$ cat src/rtl/sld_pkg.sv
package sld_pkg;
  typedef enum logic [1:0] {
    PR_HOLD  = 2'd0,
    PR_STEP  = 2'd1,
    PR_CLEAR = 2'd2
  } pred_op_e;
endpackage

$ cat src/rtl/sld_alias_pred.sv
module sld_alias_pred
  import sld_pkg::*;
#(
  parameter int IDX_W = 4,
  parameter int CTR_W = 2
) (
  input  logic             clk,
  input  logic             rst_n,
  input  logic [IDX_W-1:0] rd_idx,
  output logic             rd_allow,
  input  logic             clr_valid,
  input  logic [IDX_W-1:0] clr_idx,
  input  logic             inc_valid,
  input  logic [IDX_W-1:0] inc_idx
);
  localparam int ENTRIES = 1 << IDX_W;
  localparam logic [CTR_W-1:0] CTR_MAX = '1;
  localparam logic [CTR_W-1:0] THRESH = CTR_W'(1) << (CTR_W - 1);

  logic [CTR_W-1:0] ctr [ENTRIES];

  for (genvar g = 0; g < ENTRIES; g++) begin : g_entry
    pred_op_e op;
    always_comb begin
      if (clr_valid && clr_idx == IDX_W'(g))      op = PR_CLEAR;
      else if (inc_valid && inc_idx == IDX_W'(g)) op = PR_STEP;
      else                                         op = PR_HOLD;
    end
    always_ff @(posedge clk) begin
      if (!rst_n) ctr[g] <= CTR_MAX;
      else begin
        case (op)
          PR_CLEAR: ctr[g] <= '0;
          PR_STEP:  if (ctr[g] != CTR_MAX) ctr[g] <= ctr[g] + 1'b1;
          default:  ctr[g] <= ctr[g];
        endcase
      end
    end
  end

  assign rd_allow = (ctr[rd_idx] >= THRESH);
endmodule

$ cat src/rtl/sld_conflict_scan.sv
module sld_conflict_scan #(
  parameter int DEPTH  = 8,
  parameter int ADDR_W = 16,
  localparam int PTR_W = $clog2(DEPTH)
) (
  input  logic [PTR_W-1:0]  head,
  input  logic              st_valid,
  input  logic [PTR_W-1:0]  st_tag,
  input  logic [ADDR_W-1:0] st_addr,
  input  logic [DEPTH-1:0]  ld_exec,
  input  logic [DEPTH-1:0]  ld_live,
  input  logic [ADDR_W-1:0] e_addr [DEPTH],
  input  logic              fl_valid,
  input  logic [PTR_W-1:0]  fl_tag,
  input  logic [ADDR_W-1:0] fl_addr,
  output logic              hit,
  output logic [PTR_W-1:0]  hit_tag,
  output logic [DEPTH-1:0]  hit_mask
);
  logic [PTR_W-1:0] st_age;
  assign st_age = st_tag - head;

  for (genvar i = 0; i < DEPTH; i++) begin : g_cand
    logic [PTR_W-1:0] age;
    logic             old_hit, new_hit;
    assign age     = PTR_W'(i) - head;
    assign old_hit = ld_exec[i] && (e_addr[i] == st_addr);
    assign new_hit = ld_live[i] && fl_valid && (fl_tag == PTR_W'(i)) && (fl_addr == st_addr);
    assign hit_mask[i] = st_valid && (age > st_age) && (old_hit || new_hit);
  end

  // Walk from youngest to oldest so the last match kept is the oldest.
  always_comb begin
    hit     = 1'b0;
    hit_tag = '0;
    for (int k = DEPTH - 1; k >= 0; k--) begin
      if (hit_mask[head + PTR_W'(k)]) begin
        hit     = 1'b1;
        hit_tag = head + PTR_W'(k);
      end
    end
  end
endmodule

$ cat src/rtl/sld_penalty_timer.sv
module sld_penalty_timer #(
  parameter int PENALTY = 20,
  localparam int CNT_W = $clog2(PENALTY + 1)
) (
  input  logic clk,
  input  logic rst_n,
  input  logic start,
  output logic busy
);
  logic [CNT_W-1:0] cnt;

  always_ff @(posedge clk) begin
    if (!rst_n)          cnt <= '0;
    else if (start)      cnt <= CNT_W'(PENALTY);
    else if (cnt != '0)  cnt <= cnt - 1'b1;
  end

  assign busy = (cnt != '0);
endmodule

$ cat src/rtl/spec_ld_disambig.sv
module spec_ld_disambig #(
  parameter int DEPTH   = 8,
  parameter int ADDR_W  = 16,
  parameter int PC_W    = 8,
  parameter int IDX_W   = 4,
  parameter int CTR_W   = 2,
  parameter int PENALTY = 20,
  localparam int PTR_W  = $clog2(DEPTH),
  localparam int CNT_W  = $clog2(DEPTH + 1)
) (
  input  logic              clk,
  input  logic              rst_n,
  input  logic              alloc_valid,
  output logic              alloc_ready,
  input  logic              alloc_is_store,
  input  logic [PC_W-1:0]   alloc_pc,
  output logic [PTR_W-1:0]  alloc_tag,
  input  logic              st_res_valid,
  input  logic [PTR_W-1:0]  st_res_tag,
  input  logic [ADDR_W-1:0] st_res_addr,
  input  logic              ld_req_valid,
  input  logic [PTR_W-1:0]  ld_req_tag,
  input  logic [ADDR_W-1:0] ld_req_addr,
  output logic              ld_grant,
  input  logic              retire_valid,
  output logic              replay_valid,
  output logic [PTR_W-1:0]  replay_tag,
  output logic              penalty_busy
);
  logic [DEPTH-1:0]  e_v, e_st, e_ak, e_ex;
  logic [ADDR_W-1:0] e_addr [DEPTH];
  logic [PC_W-1:0]   e_pc   [DEPTH];
  logic [PTR_W-1:0]  head, tail;
  logic [CNT_W-1:0]  count;

  logic alloc_fire, retire_fire, st_ok, pred_allow, any_older_unres;
  logic hit;
  logic [PTR_W-1:0] hit_tag;
  logic [DEPTH-1:0] hit_mask, older_unres, ld_live;

  assign alloc_ready = (count != CNT_W'(DEPTH));
  assign alloc_tag   = tail;
  assign alloc_fire  = alloc_valid && alloc_ready;
  assign retire_fire = retire_valid && (count != '0);
  assign st_ok       = st_res_valid && e_v[st_res_tag] && e_st[st_res_tag] && !e_ak[st_res_tag];
  assign ld_live     = e_v & ~e_st;

  // Older stores whose address is still unknown, relative to the requester.
  for (genvar i = 0; i < DEPTH; i++) begin : g_older
    logic [PTR_W-1:0] age_i, age_req;
    assign age_i   = PTR_W'(i) - head;
    assign age_req = ld_req_tag - head;
    assign older_unres[i] = e_v[i] && e_st[i] && !e_ak[i] && (age_i < age_req);
  end
  assign any_older_unres = |older_unres;

  sld_alias_pred #(.IDX_W(IDX_W), .CTR_W(CTR_W)) u_pred (
    .clk       (clk),
    .rst_n     (rst_n),
    .rd_idx    (e_pc[ld_req_tag][IDX_W-1:0]),
    .rd_allow  (pred_allow),
    .clr_valid (hit),
    .clr_idx   (e_pc[hit_tag][IDX_W-1:0]),
    .inc_valid (retire_fire && !e_st[head] && e_ex[head]),
    .inc_idx   (e_pc[head][IDX_W-1:0])
  );

  assign ld_grant = ld_req_valid && !penalty_busy && ld_live[ld_req_tag] && !e_ex[ld_req_tag]
                    && (!any_older_unres || pred_allow);

  sld_conflict_scan #(.DEPTH(DEPTH), .ADDR_W(ADDR_W)) u_scan (
    .head     (head),
    .st_valid (st_ok),
    .st_tag   (st_res_tag),
    .st_addr  (st_res_addr),
    .ld_exec  (ld_live & e_ex),
    .ld_live  (ld_live),
    .e_addr   (e_addr),
    .fl_valid (ld_grant),
    .fl_tag   (ld_req_tag),
    .fl_addr  (ld_req_addr),
    .hit      (hit),
    .hit_tag  (hit_tag),
    .hit_mask (hit_mask)
  );

  sld_penalty_timer #(.PENALTY(PENALTY)) u_pen (
    .clk   (clk),
    .rst_n (rst_n),
    .start (hit),
    .busy  (penalty_busy)
  );

  always_ff @(posedge clk) begin
    if (!rst_n) begin
      head <= '0; tail <= '0; count <= '0;
      replay_valid <= 1'b0; replay_tag <= '0;
    end else begin
      if (retire_fire) head <= head + 1'b1;
      if (alloc_fire)  tail <= tail + 1'b1;
      case ({alloc_fire, retire_fire})
        2'b10:   count <= count + 1'b1;
        2'b01:   count <= count - 1'b1;
        default: count <= count;
      endcase
      replay_valid <= hit;
      replay_tag   <= hit_tag;
    end
  end

  always_ff @(posedge clk) begin
    if (!rst_n) begin
      e_v <= '0; e_st <= '0; e_ak <= '0; e_ex <= '0;
      for (int i = 0; i < DEPTH; i++) begin
        e_addr[i] <= '0;
        e_pc[i]   <= '0;
      end
    end else begin
      for (int i = 0; i < DEPTH; i++) begin
        if (retire_fire && head == PTR_W'(i)) e_v[i] <= 1'b0;
        if (alloc_fire && tail == PTR_W'(i)) begin
          e_v[i]  <= 1'b1;
          e_st[i] <= alloc_is_store;
          e_ak[i] <= 1'b0;
          e_ex[i] <= 1'b0;
          e_pc[i] <= alloc_pc;
        end
        if (st_ok && st_res_tag == PTR_W'(i)) begin
          e_ak[i]   <= 1'b1;
          e_addr[i] <= st_res_addr;
        end
        if (ld_grant && ld_req_tag == PTR_W'(i)) begin
          e_ex[i]   <= 1'b1;
          e_addr[i] <= ld_req_addr;
        end
        if (hit_mask[i]) e_ex[i] <= 1'b0;
      end
    end
  end
endmodule

$ cat config.mk
export PLATFORM = sky130hd
export DESIGN_NAME = spec_ld_disambig
export DESIGN_NICKNAME = d
export VERILOG_FILES = /design/src/rtl/sld_pkg.sv /design/src/rtl/sld_alias_pred.sv /design/src/rtl/sld_conflict_scan.sv /design/src/rtl/sld_penalty_timer.sv /design/src/rtl/spec_ld_disambig.sv
export SDC_FILE = /design/constraint.sdc
export NUM_CORES = 1
export LEC_CHECK = 0
export BUFFER_PORTS_ARGS = -buffer_cell sky130_fd_sc_hd__buf_2
export CAP_MARGIN = 20
export CORE_MARGIN = 4
export CORE_UTILIZATION = 34
export DETAILED_ROUTE_END_ITERATION = 10
export PLACE_DENSITY = 0.46
export SYNTH_ARGS = -nofsm -noshare
export SYNTH_HDL_FRONTEND = slang
export SYNTH_SLANG_ARGS = --single-unit
$ cat constraint.sdc
create_clock -name clk -period 9.8 [get_ports clk]
set_clock_uncertainty 0.2 [all_clocks]
set_input_delay 1.47 -clock clk [delete_from_list [all_inputs] [get_ports clk]]
set_output_delay 1.47 -clock clk [all_outputs]
set_load 0.02 [all_outputs]
==> results of run 1 <==
per-stage QoR:
step / worst slack (ns) / hold slack, ns / instances / area (sq um) / power (mW)
floorplan: 2.02 / 0.231 / 2029 / 17800 / 1.85
global placement: 0.884 / 0.238 / 2644 / 18500 / 2.13
detailed placement: 0.731 / 0.241 / 2644 / 18500 / 2.14
CTS: 1.36 / 0.251 / 2695 / 19500 / 3.26
global route: 0.761 / 0.280 / 2704 / 19700 / 3.41
finish: 1.26 / 0.252 / 2704 / 19700 / 3.23
path summary, 6_finish.rpt:
path / end / startpoint / slack (ns) / depth (start not counted)
setup / recovery: u_pred.ctr[3][0]$_DFFE_PP_ / ld_req_tag[0] / 1.26 / 22
hold / removal: e_ak[4]$_SDFFE_PN0P_ / e_ak[4]$_SDFFE_PN0P_ / 0.25 / 2
setup reg to reg: u_pred.ctr[3][0]$_DFFE_PP_ / head[0]$_SDFFE_PN0P_ / 1.66 / 21
hold reg to reg: e_ak[4]$_SDFFE_PN0P_ / e_ak[4]$_SDFFE_PN0P_ / 0.25 / 2
flip-flops by register name, summed over array words and instances (netlist names), named ones only:
name,flops
e_addr,128
e_pc,32
u_pred.ctr,32
e_ak,8
e_ex,8
e_st,8
e_v,8
u_pen.cnt,5
count,4
alloc_tag,3
head,3
replay_tag,3
replay_valid,1
synth_stat cells, drive strengths merged, types with 8 or more instances:
master,n
nor2,229
dfxtp,182
mux2i,159
nand2,146
a211oi,141
xor2,115
clkbuf,110
a21oi,72
nand3,65
edfxtp,64
inv,64
nor3,62
ha,58
buf,56
o21ai,55
nor4,52
xnor2,45
mux4,22
nand4,22
nand3b,19
a32oi,17
o211ai,17
o32ai,17
a31oi,15
nand2b,15
a211o,14
and2,12
a21o,11
mux2,11
or3,11
a22oi,10
a311oi,10
or2,8
cells in the final DEF (no fill, tap or decap), types with 60 or more instances in the layout:
master / netlist / final
nor2_1: 227 / 227
dfxtp_1: 182 / 181
mux2i_1: 159 / 159
nand2_1: 145 / 145
a211oi_1: 141 / 141
xor2_1: 115 / 115
a21oi_1: 70 / 70
edfxtp_1: 64 / 64
inv_1: 63 / 63
nand3_1: 63 / 63
nor3_1: 60 / 60
logic make-up after synthesis:
| kind of cell | Yosys count |
|---|---|
| and+or+nand+nor | 685 |
| AOI/OAI and AO/OA | 452 |
| DFF | 246 |
| buffers and inverters | 233 |
| muxes | 192 |
| xor gates and xnor gates | 160 |
| adders and majority gates | 61 |
power breakdown:
| part | internal (mW) | switching, mW | total (mW) |
|---|---|---|---|
| Clock | 0.628 | 0.475 | 1.10 |
| Combinational | 0.319 | 0.650 | 0.969 |
| Sequential | 1.10 | 0.0618 | 1.16 |
layout make-up:
class | instances | area [sq um]
clock buffer | 41 | 812
timing repair buffer | 110 | 848
multi-input combinational | 1550 | 11300
sequential | 246 | 5570
fill | 5325 | 31800
inverter | 67 | 256
clock inverter | 10 | 119
tap | 680 | 851
worst register-to-register path: stages, from the launching register on:
cell      delay (ns)
dfxtp_2         0.60
nand2b_1        0.22
fa_1            0.42
xor2_1          0.20
xnor2_1         0.53
ha_1            0.34
a211oi_1        0.25
nor4_1          0.09
nand4_1         0.37
buf_4           0.25
and3_1          0.50
o21ai_0         0.29
a221o_1         0.41
a211oi_1        0.40
o311ai_0        0.33
a41oi_1         0.32
nand3_1         0.37
a211o_1         0.42
a21boi_2        0.17
o211ai_1        0.39
and2_1          0.54
a211o_1         0.25
per-layer routing:
layer	vias to the layer above	track usage [%]
li1	7462	-
met4	0	5.48
met1	7741	30.9
met2	442	38.4
met5	-	0
met3	85	2.25
==> summary.txt, run 1 <==
Logic synthesis
  – Register area share after synthesis: 31.3%
  – Post-synthesis compound-gate area fraction: 19.4%
  – Synthesis Warnings: 0
  – Syn avg cell area: 8.76 sq um
  – Yosys top cell by area: dfxtp_1
  – Number of flops mapped to enable cells by yosys: 64
  – Netlist cell types: between 100 and 150
  – Xor and xnor area share after synthesis: 7.89%
  – Largest family of logic cells by synthesized area: compound AO/OA/AOI/OAI gates
  – Syn Inst Count: approximately 2000
  – Mapped Nets: approximately 2100
  – FF+latch count, synth: 246
  – Top_reg_cell synth: dfxtp_1
  – Mapped cell area: approximately 0.018 sq mm
  – Synth top area share: a little over 20%
  – FFs w/ async S/R, synth: 0%
  – Area contributors post-synth: dfxtp_1 (21%), edfxtp_1 (11%), mux2i_1 (9.0%)
  – Post-synthesis adder-cell area fraction: around 4.4%
  – Synth Area in Simple Gates: 19.2%
  – Post-synthesis mux area share: between 10% and 20%

CTS
  – Clk_lat worst skew: approximately 0.6 ns
  – Num CTS Buffers: 30
  – CTS Sinks: 246
  – Hold Buf Count CTS: 0
  – CTS tree: done
  – CTS HTree Levels: 1
  – Root buffer cell: clkbuf_16
  – Clock tree buffer depth: 3
  – Post-CTS Setup Bufs: 0
  – Clk slew on worst S/H paths: roughly 0.07 ns
  – Post_cts resized: 0

Status
  – Status: finished, final reports clean

Placement
  – Placer Congestion: 0.913
  – HPWL Detailed: 46300 microns
  – IO buf count: 58

STA
  – Fin Setup TNS: 0 ns
  – Unrepaired setup endpoints after global routing: false
  – Tcrit/Tclk final: 87.1%
  – Slew HR: between 20% and 30%
  – Tmin final: around 8.5 ns
  – FMAX: 0.117 GHz
  – Setup violators final: 0
  – Final Max Tran Viols: 0
  – Final Hold Fails: 0
  – Actual slew at the worst max-slew pin: roughly 1.1 ns

Worst setup path
  – Crit path max-delay cell type: and2_1
  – Crit. End Element: register
  – Worst Path Max Fanout: 12
  – Crit path required time: around 9.9 ns
  – Worst Path Buf+Inv: 2
  – Sequence of cells on the critical path: buf_2 > nand2b_1 > fa_1 > xor2_1 > xnor2_1 > ha_1 > a211oi_1 > nor4_1 > nand4_1 > buf_4 > and3_1 > o21ai_0 > a221o_1 > a211oi_1 > o311ai_0 > a41oi_1 > nand3_1 > a211o_1 > a21boi_2 > o211ai_1 > and2_1 > a211o_1
  – Crit path launch type: input pin
  – Critical path type: input pin to register
  – CP top delay family: compound AO/OA/AOI/OAI gates
  – CP arrival: between 8 and 9 ns
  – Largest stage delay on the critical path: 0.54 ns

Layout
  – Area grow syn2layout: 10.9%
  – Antenna cells: 0
  – Final core utilization: 38.3%
  – Layout cells sized above 1: 11.7%
  – Total Nets Final: 2119

Drt
  – Met1 WL: 29500 microns
  – Final ANT Viol Nets: 0
  – WL/cell: 24.2 microns
  – Drt first-iter violations: 1106
  – Avg Vias per Cell: 5.82
  – Residual DRC: 0
  – WL met3: 2870 microns
  – WL final: 65600 microns
  – 1st-pass router iterations: 5
  – DR vias: 15700
  – Top sig layer: met4
  – DR WL met2: 31400 microns

Power
  – Peak VDD IR: roughly 0.00012 V
  – Leakage: 7.91 nW
  – Power Dens Cells: approximately 160 mW/mm^2

Min path
  – Hold Crit Class: register to register

Floorplan
  – Initial core utilization: between 30% and 40%
  – Die Wd: roughly 240 microns
  – Row count: 83
  – I/O Pins: 63
  – DIE AREA: 0.0560 sq mm
  – Core ar.: 0.0515 sq mm
  – Chip height: 237 microns

Job
  – Number of max-cap violations: 0

Global route
  – Total Routing Usage GR: 22.6%
  – Largest net degree at the start of global routing: 114
  – Vias in the first global route: 15100
  – First-pass GRT wire length: 98500 microns
  – Grt ovf: 0
  – Initial antenna violation count: 0
(Power assumes the default switching activity.)
==> inputs of run 2 (changes only) <==
--- a/config.mk
+++ b/config.mk
@@ -10,7 +10,7 @@
 export CORE_MARGIN = 4
 export CORE_UTILIZATION = 34
 export DETAILED_ROUTE_END_ITERATION = 10
-export PLACE_DENSITY = 0.46
+export PLACE_DENSITY = 0.55
 export SYNTH_ARGS = -nofsm -noshare
 export SYNTH_HDL_FRONTEND = slang
 export SYNTH_SLANG_ARGS = --single-unit
==> summary.txt, run 2 (synthesis gave the netlist of run 1 again) <==
Status
  – Status: finished, final reports clean (unchanged)

Layout
  – Max reg flops: 128 (unchanged)
  – Non-filler cells in the finished layout: 2699 (was 2704)
  – Commonest non-fill, non-tap cell in the layout: nor2_1 (unchanged)
  – Total Nets Final: 2109 (was 2119)
  – Layout cells sized above 1: 11.6% (was 11.7%)
  – Multi-input gate area: 0.0113 sq mm (unchanged)
  – Most frequent cells in the layout: nor2_1 (227), dfxtp_1 (181), mux2i_1 (159) (unchanged)
  – Layout fillers: 5282 (was 5325)
  – Antenna cells: 0 (unchanged)
  – Top flop regs: e_addr x128, e_pc x32, u_pred.ctr x32 (unchanged)
  – FF/Latch Area: 0.00557 sq mm (unchanged)
  – Top reg by flops: e_addr (unchanged)
  – Area grow syn2layout: 10.7% (was 10.9%)

CTS
  – Root buffer cell: clkbuf_16 (unchanged)
  – Post_cts resized: 0 (unchanged)
  – CTS tree: done (unchanged)
  – CTS HTree Levels: 1 (unchanged)
  – Clk slew on worst S/H paths: 0.06 ns (was 0.07 ns)
  – CTS Sinks: 246 (unchanged)
  – Clock tree buffer depth: 3 (unchanged)
  – Post-CTS Setup Bufs: 0 (unchanged)
  – Clk_lat worst skew: 0.60 ns (about the same)
  – Hold Buf Count CTS: 0 (unchanged)
  – Num CTS Buffers: 30 (unchanged)

Global route
  – Largest net degree at the start of global routing: 78 (was 114)
  – Grt ovf: 0 (unchanged)
  – Total Routing Usage GR: 20.7% (was 22.6%)
  – Initial antenna violation count: 0 (unchanged)
  – First-pass GRT wire length: 91500 microns (was 98500 microns)
  – Vias in the first global route: 15000 (was 15100)

Worst setup path
  – Crit. End Element: register (unchanged)
  – CP arrival: 8.64 ns (was 8.63 ns)
  – Worst Reg-to-Reg Cells: 22 (was 21)
  – Crit path launch type: input pin (unchanged)
  – Critical path type: input pin to register (unchanged)
  – R2R Path Start: head[0]$_SDFFE_PN0P_ (unchanged)
  – Largest stage delay on the critical path: 0.70 ns (was 0.54 ns)
  – Worst setup startpoint: st_res_tag[0] (was ld_req_tag[0])
  – Crit path max-delay cell type: xnor2_1 (was and2_1)
  – Crit path required time: 9.88 ns (was 9.90 ns)
  – Worst Path Max Fanout: 9 (was 12)
  – RR Endpoint: u_pred.ctr[12][1]$_DFFE_PP_ (was u_pred.ctr[3][0]$_DFFE_PP_)
  – R2R Setup Slk: 1.84 ns (was 1.66 ns)

Floorplan
  – Core ar.: 0.0515 sq mm (unchanged)
  – DIE AREA: 0.0560 sq mm (unchanged)
  – I/O Pins: 63 (unchanged)
  – Chip height: 237 microns (unchanged)
  – Die Wd: 237 microns (unchanged)
  – Initial core utilization: 34.5% (unchanged)
  – Row count: 83 (unchanged)

Job
  – Number of max-cap violations: 0 (unchanged)

Drt
  – 1st-pass router iterations: 6 (was 5)
  – Residual DRC: 0 (unchanged)
  – Avg Vias per Cell: 5.84 (was 5.82)
  – DR vias: 15800 (was 15700)
  – Drt first-iter violations: 1489 (was 1106)
  – WL/cell: 22.5 microns (was 24.2 microns)
  – WL final: 60800 microns (was 65600 microns)
  – Final ANT Viol Nets: 0 (unchanged)

Power
  – Power Dens Cells: 165 mW/mm^2 (was 164 mW/mm^2)
  – Peak VDD IR: 0.000134 V (was 0.000120 V)
  – Leakage: 7.89 nW (was 7.91 nW)

Placement
  – Placer Congestion: 0.933 (was 0.913)
  – HPWL Detailed: 43600 microns (was 46300 microns)
  – IO buf count: 58 (unchanged)
  – Placed cells: 2636 (was 2644)

Min path
  – Hold Crit Class: register to register (unchanged)
  – Worst Hold Depth: 2 (unchanged)
  – Worst min-delay path startpoint: e_ak[5]$_SDFFE_PN0P_ (was e_ak[4]$_SDFFE_PN0P_)
  – Worst Hold Endpoint: e_ak[5]$_SDFFE_PN0P_ (was e_ak[4]$_SDFFE_PN0P_)

STA
  – Tmin final: 8.56 ns (was 8.54 ns)
  – Setup violators final: 0 (unchanged)
  – Final Max Tran Viols: 0 (unchanged)
  – Final Hold Fails: 0 (unchanged)
  – Slew HR: 24.4% (was 28.3%)
  – Fin Setup TNS: 0 ns (unchanged)
  – Unrepaired setup endpoints after global routing: false (unchanged)
  – Tcrit/Tclk final: 87.4% (was 87.1%)
  – FMAX: 0.117 GHz (about the same)
  – Actual slew at the worst max-slew pin: 1.13 ns (was 1.07 ns)
run 2: routing by layer:
layer  GRT usage, %  part of all wire, %  vias up
met2           34.5                   47      560
met5              0                    0        -
met3           2.45                  5.4      132
met1           27.5                   44     7638
li1               -                    -     7432
met4           7.78                  4.1        0
run 2: worst max-delay path by stage:
stage,end,slack (ns),cells after the start
3_3_place_gp,u_pred.ctr[12][0]$_DFFE_PP_,0.75,25
2_1_floorplan,u_pred.ctr[2][0]$_DFFE_PP_,2.02,24
4_1_cts,u_pred.ctr[12][1]$_DFFE_PP_,1.33,25
5_1_grt,u_pred.ctr[12][0]$_DFFE_PP_,0.70,25
3_5_place_dp,u_pred.ctr[12][1]$_DFFE_PP_,0.73,25
6_report,u_pred.ctr[12][1]$_DFFE_PP_,1.24,25
run 2: metrics by stage:
step | power, mW | area [sq um] | setup slack (ns) | hold WS (ns) | utilization [%]
6_report | 3.25 | 19700 | 1.24 | 0.249 | 38.2
5_1_grt | 3.40 | 19700 | 0.702 | 0.266 | 38.2
4_1_cts | 3.26 | 19500 | 1.33 | 0.249 | 37.9
3_5_place_dp | 2.12 | 18500 | 0.730 | 0.242 | 35.9
3_3_place_gp | 2.10 | 18500 | 0.749 | 0.239 | 35.9
2_1_floorplan | 1.85 | 17800 | 2.02 | 0.231 | -
run 2: area by class of cell:
type                            count  area share [%]
Clock inverter                     10           0.560
Sequential cell                   246            28.3
Timing Repair Buffer              100            3.76
Inverter                           67            1.30
Tap cell                          680            4.32
Clock buffer                       46            4.58
Multi-Input combinational cell   1550            57.2
run 2: power breakdown:
group	internal (mW)	switching, mW
sequential	1.10	0.0549
clock	0.661	0.470
combinational	0.321	0.639
total	2.08	1.16
run 2: worst max-delay path: cells and delay by family:
family,cells,cell delay (ns)
XOR/XNOR,2,0.84
AND/OR/NAND/NOR,6,1.64
buffers and inverters,4,0.54
AO/OA/AOI/OAI,8,2.42
adder cells (fa/ha/maj),3,0.85
multiplexers,2,0.87
==> inputs of run 3 (changes only) <==
--- a/config.mk
+++ b/config.mk
@@ -11,6 +11,7 @@
 export CORE_UTILIZATION = 34
 export DETAILED_ROUTE_END_ITERATION = 10
 export PLACE_DENSITY = 0.55
+export RECOVER_POWER = 100
 export SYNTH_ARGS = -nofsm -noshare
 export SYNTH_HDL_FRONTEND = slang
 export SYNTH_SLANG_ARGS = --single-unit
==> summary.txt, run 3 (synthesis gave the netlist of run 1 again) <==
STA
  – Setup violators final: 0 (unchanged)
  – Slew HR: -96.3% (was 24.4%)
  – Tcrit/Tclk final: 91.8% (was 87.4%)
  – Actual slew at the worst max-slew pin: 2.94 ns (was 1.13 ns)
  – Final Max Tran Viols: 243 (was 0)
  – FMAX: 0.111 GHz (was 0.117 GHz)
  – Final Hold Fails: 0 (unchanged)
  – Unrepaired setup endpoints after global routing: false (unchanged)
  – Fin Setup TNS: 0 ns (unchanged)
  – Tmin final: 8.99 ns (was 8.56 ns)
  – Final worst slack: 0.806 ns (was 1.24 ns)

Drt
  – 1st-pass router iterations: 6 (unchanged)
  – Residual DRC: 0 (unchanged)
  – DR vias: 15700 (was 15800)
  – WL final: 60800 microns (about the same)
  – WL/cell: 22.5 microns (about the same)
  – Avg Vias per Cell: 5.83 (was 5.84)
  – Final ANT Viol Nets: 0 (unchanged)
  – Drt first-iter violations: 1350 (was 1489)

Power
  – Clock power share: 35.0% (was 34.8%)
  – Sequential share of power: 35.7% (was 35.6%)
  – Combinational power share: 29.3% (was 29.6%)
  – Power Dens Cells: 165 mW/mm^2 (about the same)
  – Leakage: 7.79 nW (was 7.89 nW)
  – NetSw: 1.16 mW (about the same)
  – P_int: 2.07 mW (was 2.08 mW)
  – Sw frac: 35.9% (about the same)
  – Peak VDD IR: 0.000135 V (was 0.000134 V)

CTS
  – Clk_lat worst skew: 0.60 ns (about the same)
  – Num CTS Buffers: 30 (unchanged)
  – Hold Buf Count CTS: 0 (unchanged)
  – Clk slew on worst S/H paths: 0.06 ns (about the same)
  – Post-CTS Setup Bufs: 0 (unchanged)
  – Root buffer cell: clkbuf_16 (unchanged)
  – Clock tree buffer depth: 3 (unchanged)
  – CTS HTree Levels: 1 (unchanged)
  – CTS tree: done (unchanged)
  – Post_cts resized: 0 (unchanged)
  – CTS Sinks: 246 (unchanged)

Worst setup path
  – Crit path max-delay cell type: xnor2_1 (unchanged)
  – Critical path type: input pin to register (unchanged)
  – Crit path top cell by count: inv_1
  – Crit path launch type: input pin (unchanged)
  – Worst Path Buf+Inv: 5 (was 4)
  – Crit path required time: 9.78 ns (was 9.88 ns)
  – CP top delay family: compound AO/OA/AOI/OAI gates (unchanged)
  – Crit. End Element: register (unchanged)
  – Largest stage delay on the critical path: 0.70 ns (about the same)
  – Worst Path Max Fanout: 12 (was 9)
  – CP arrival: 8.97 ns (was 8.64 ns)

Placement
  – HPWL Detailed: 43600 microns (unchanged)
  – Placer Congestion: 0.933 (unchanged)
  – Setup WS pre-CTS: 0.730 ns (unchanged)
  – IO buf count: 58 (unchanged)
  – Placed cells: 2636 (unchanged)

Layout
  – Most frequent cells in the layout: nor2_1 (227), dfxtp_1 (181), mux2i_1 (159) (unchanged)
  – Top reg by flops: e_addr (unchanged)
  – Layout cells sized above 1: 10.5% (was 11.6%)
  – FF/Latch Area: 0.00557 sq mm (unchanged)
  – Area grow syn2layout: 9.96% (was 10.7%)
  – Antenna cells: 0 (unchanged)
  – Commonest non-fill, non-tap cell in the layout: nor2_1 (unchanged)
  – Multi-input gate area: 0.0112 sq mm (was 0.0113 sq mm)
  – Max reg flops: 128 (unchanged)
  – Total Nets Final: 2109 (unchanged)
  – Top flop regs: e_addr x128, e_pc x32, u_pred.ctr x32 (unchanged)
  – Layout fillers: 5308 (was 5282)
  – Non-filler cells in the finished layout: 2699 (unchanged)

Floorplan
  – Core ar.: 0.0515 sq mm (unchanged)
  – Die Wd: 237 microns (unchanged)
  – Chip height: 237 microns (unchanged)
  – DIE AREA: 0.0560 sq mm (unchanged)
  – Row count: 83 (unchanged)
  – I/O Pins: 63 (unchanged)
  – Initial core utilization: 34.5% (unchanged)

Global route
  – Total Routing Usage GR: 20.7% (unchanged)
  – Vias in the first global route: 15000 (unchanged)
  – First-pass GRT wire length: 91500 microns (unchanged)
  – Largest net degree at the start of global routing: 78 (unchanged)
  – Grt ovf: 0 (unchanged)
  – Initial antenna violation count: 0 (unchanged)

Job
  – Number of max-cap violations: 4 (was 0)

Min path
  – Hold Crit Class: register to register (unchanged)

Status
  – Status: finished with violations (was finished, final reports clean)
  – Failing checks: max-capacitance violations, max-slew violations
[run 3: changes by cell type in the layout (fill, tap and decap cells not counted), sizes merged]
cell,before,now
buf,100,82
inv,66,65
clkinvlp,1,2
clkbuf,46,64
[run 3: cell type report]
cell class / count / share of cell area (%)
Clock buffer: 46 / 4.61
Clock inverter: 10 / 0.563
Tap cell: 680 / 4.35
Inverter: 67 / 1.29
Timing Repair Buffer: 100 / 3.37
Sequential cell: 246 / 28.5
Multi-Input combinational cell: 1550 / 57.3
[run 3: power by group through the flow]
| stage | combinational (mW) | sequential, mW | clock, mW |
|---|---|---|---|
| after CTS | 0.947 | 1.15 | 1.16 |
| after global routing | 1.02 | 1.16 | 1.20 |
| final | 0.946 | 1.15 | 1.13 |
| after detailed placement | 0.945 | 1.18 | 0 |
| after floorplan | 0.688 | 1.16 | 0 |
| after global placement | 0.926 | 1.17 | 0 |
[run 3: final timing paths]
kind	start	depth (start not counted)	slack, ns	to
min reg2reg	e_ak[5]$_SDFFE_PN0P_	2	0.25	e_ak[5]$_SDFFE_PN0P_
max	st_res_tag[0]	25	0.81	u_pred.ctr[4][0]$_DFFE_PP_
min	e_ak[5]$_SDFFE_PN0P_	2	0.25	e_ak[5]$_SDFFE_PN0P_
max reg2reg	head[0]$_SDFFE_PN0P_	23	1.48	u_pred.ctr[5][0]$_DFFE_PP_
[run 3: worst reg2reg max path, stage by stage, from the launching register on]
cell       delay [ns]
dfxtp_2          0.36
buf_4            0.55
nand2b_1         0.29
fa_1             0.44
xor2_1           0.21
xnor2_1          0.51
ha_1             0.34
a211oi_1         0.21
nor4_1           0.08
nand4_1          0.23
clkbuf_1         0.38
a31oi_1          0.21
a2111oi_4        0.48
a21oi_1          0.21
o211ai_1         0.63
nand2_2          0.19
o221a_2          0.31
a21oi_1          0.19
buf_4            0.19
mux2_2           0.33
o211ai_1         0.33
nand3_1          0.28
nor3_1           0.65
a22oi_1          0.21
[run 3: metal layers]
metal	wire length, microns	part of all wire [%]	vias up	GRT usage, %
li1	-	-	7430	-
met1	26200	43	7621	27.5
met2	28500	47	529	34.5
met3	3520	5.8	142	2.45
met4	2570	4.2	0	7.78
met5	0	0	-	0
[run 3: stage by stage]
stage | area, sq um | power, mW | util [%] | hold WS (ns)
global placement | 18500 | 2.10 | 35.9 | 0.239
finish | 19500 | 3.23 | 37.9 | 0.249
CTS | 19500 | 3.26 | 37.9 | 0.249
floorplan | 17800 | 1.85 | - | 0.231
global route | 19500 | 3.38 | 37.9 | 0.266
detailed placement | 18500 | 2.12 | 35.9 | 0.242
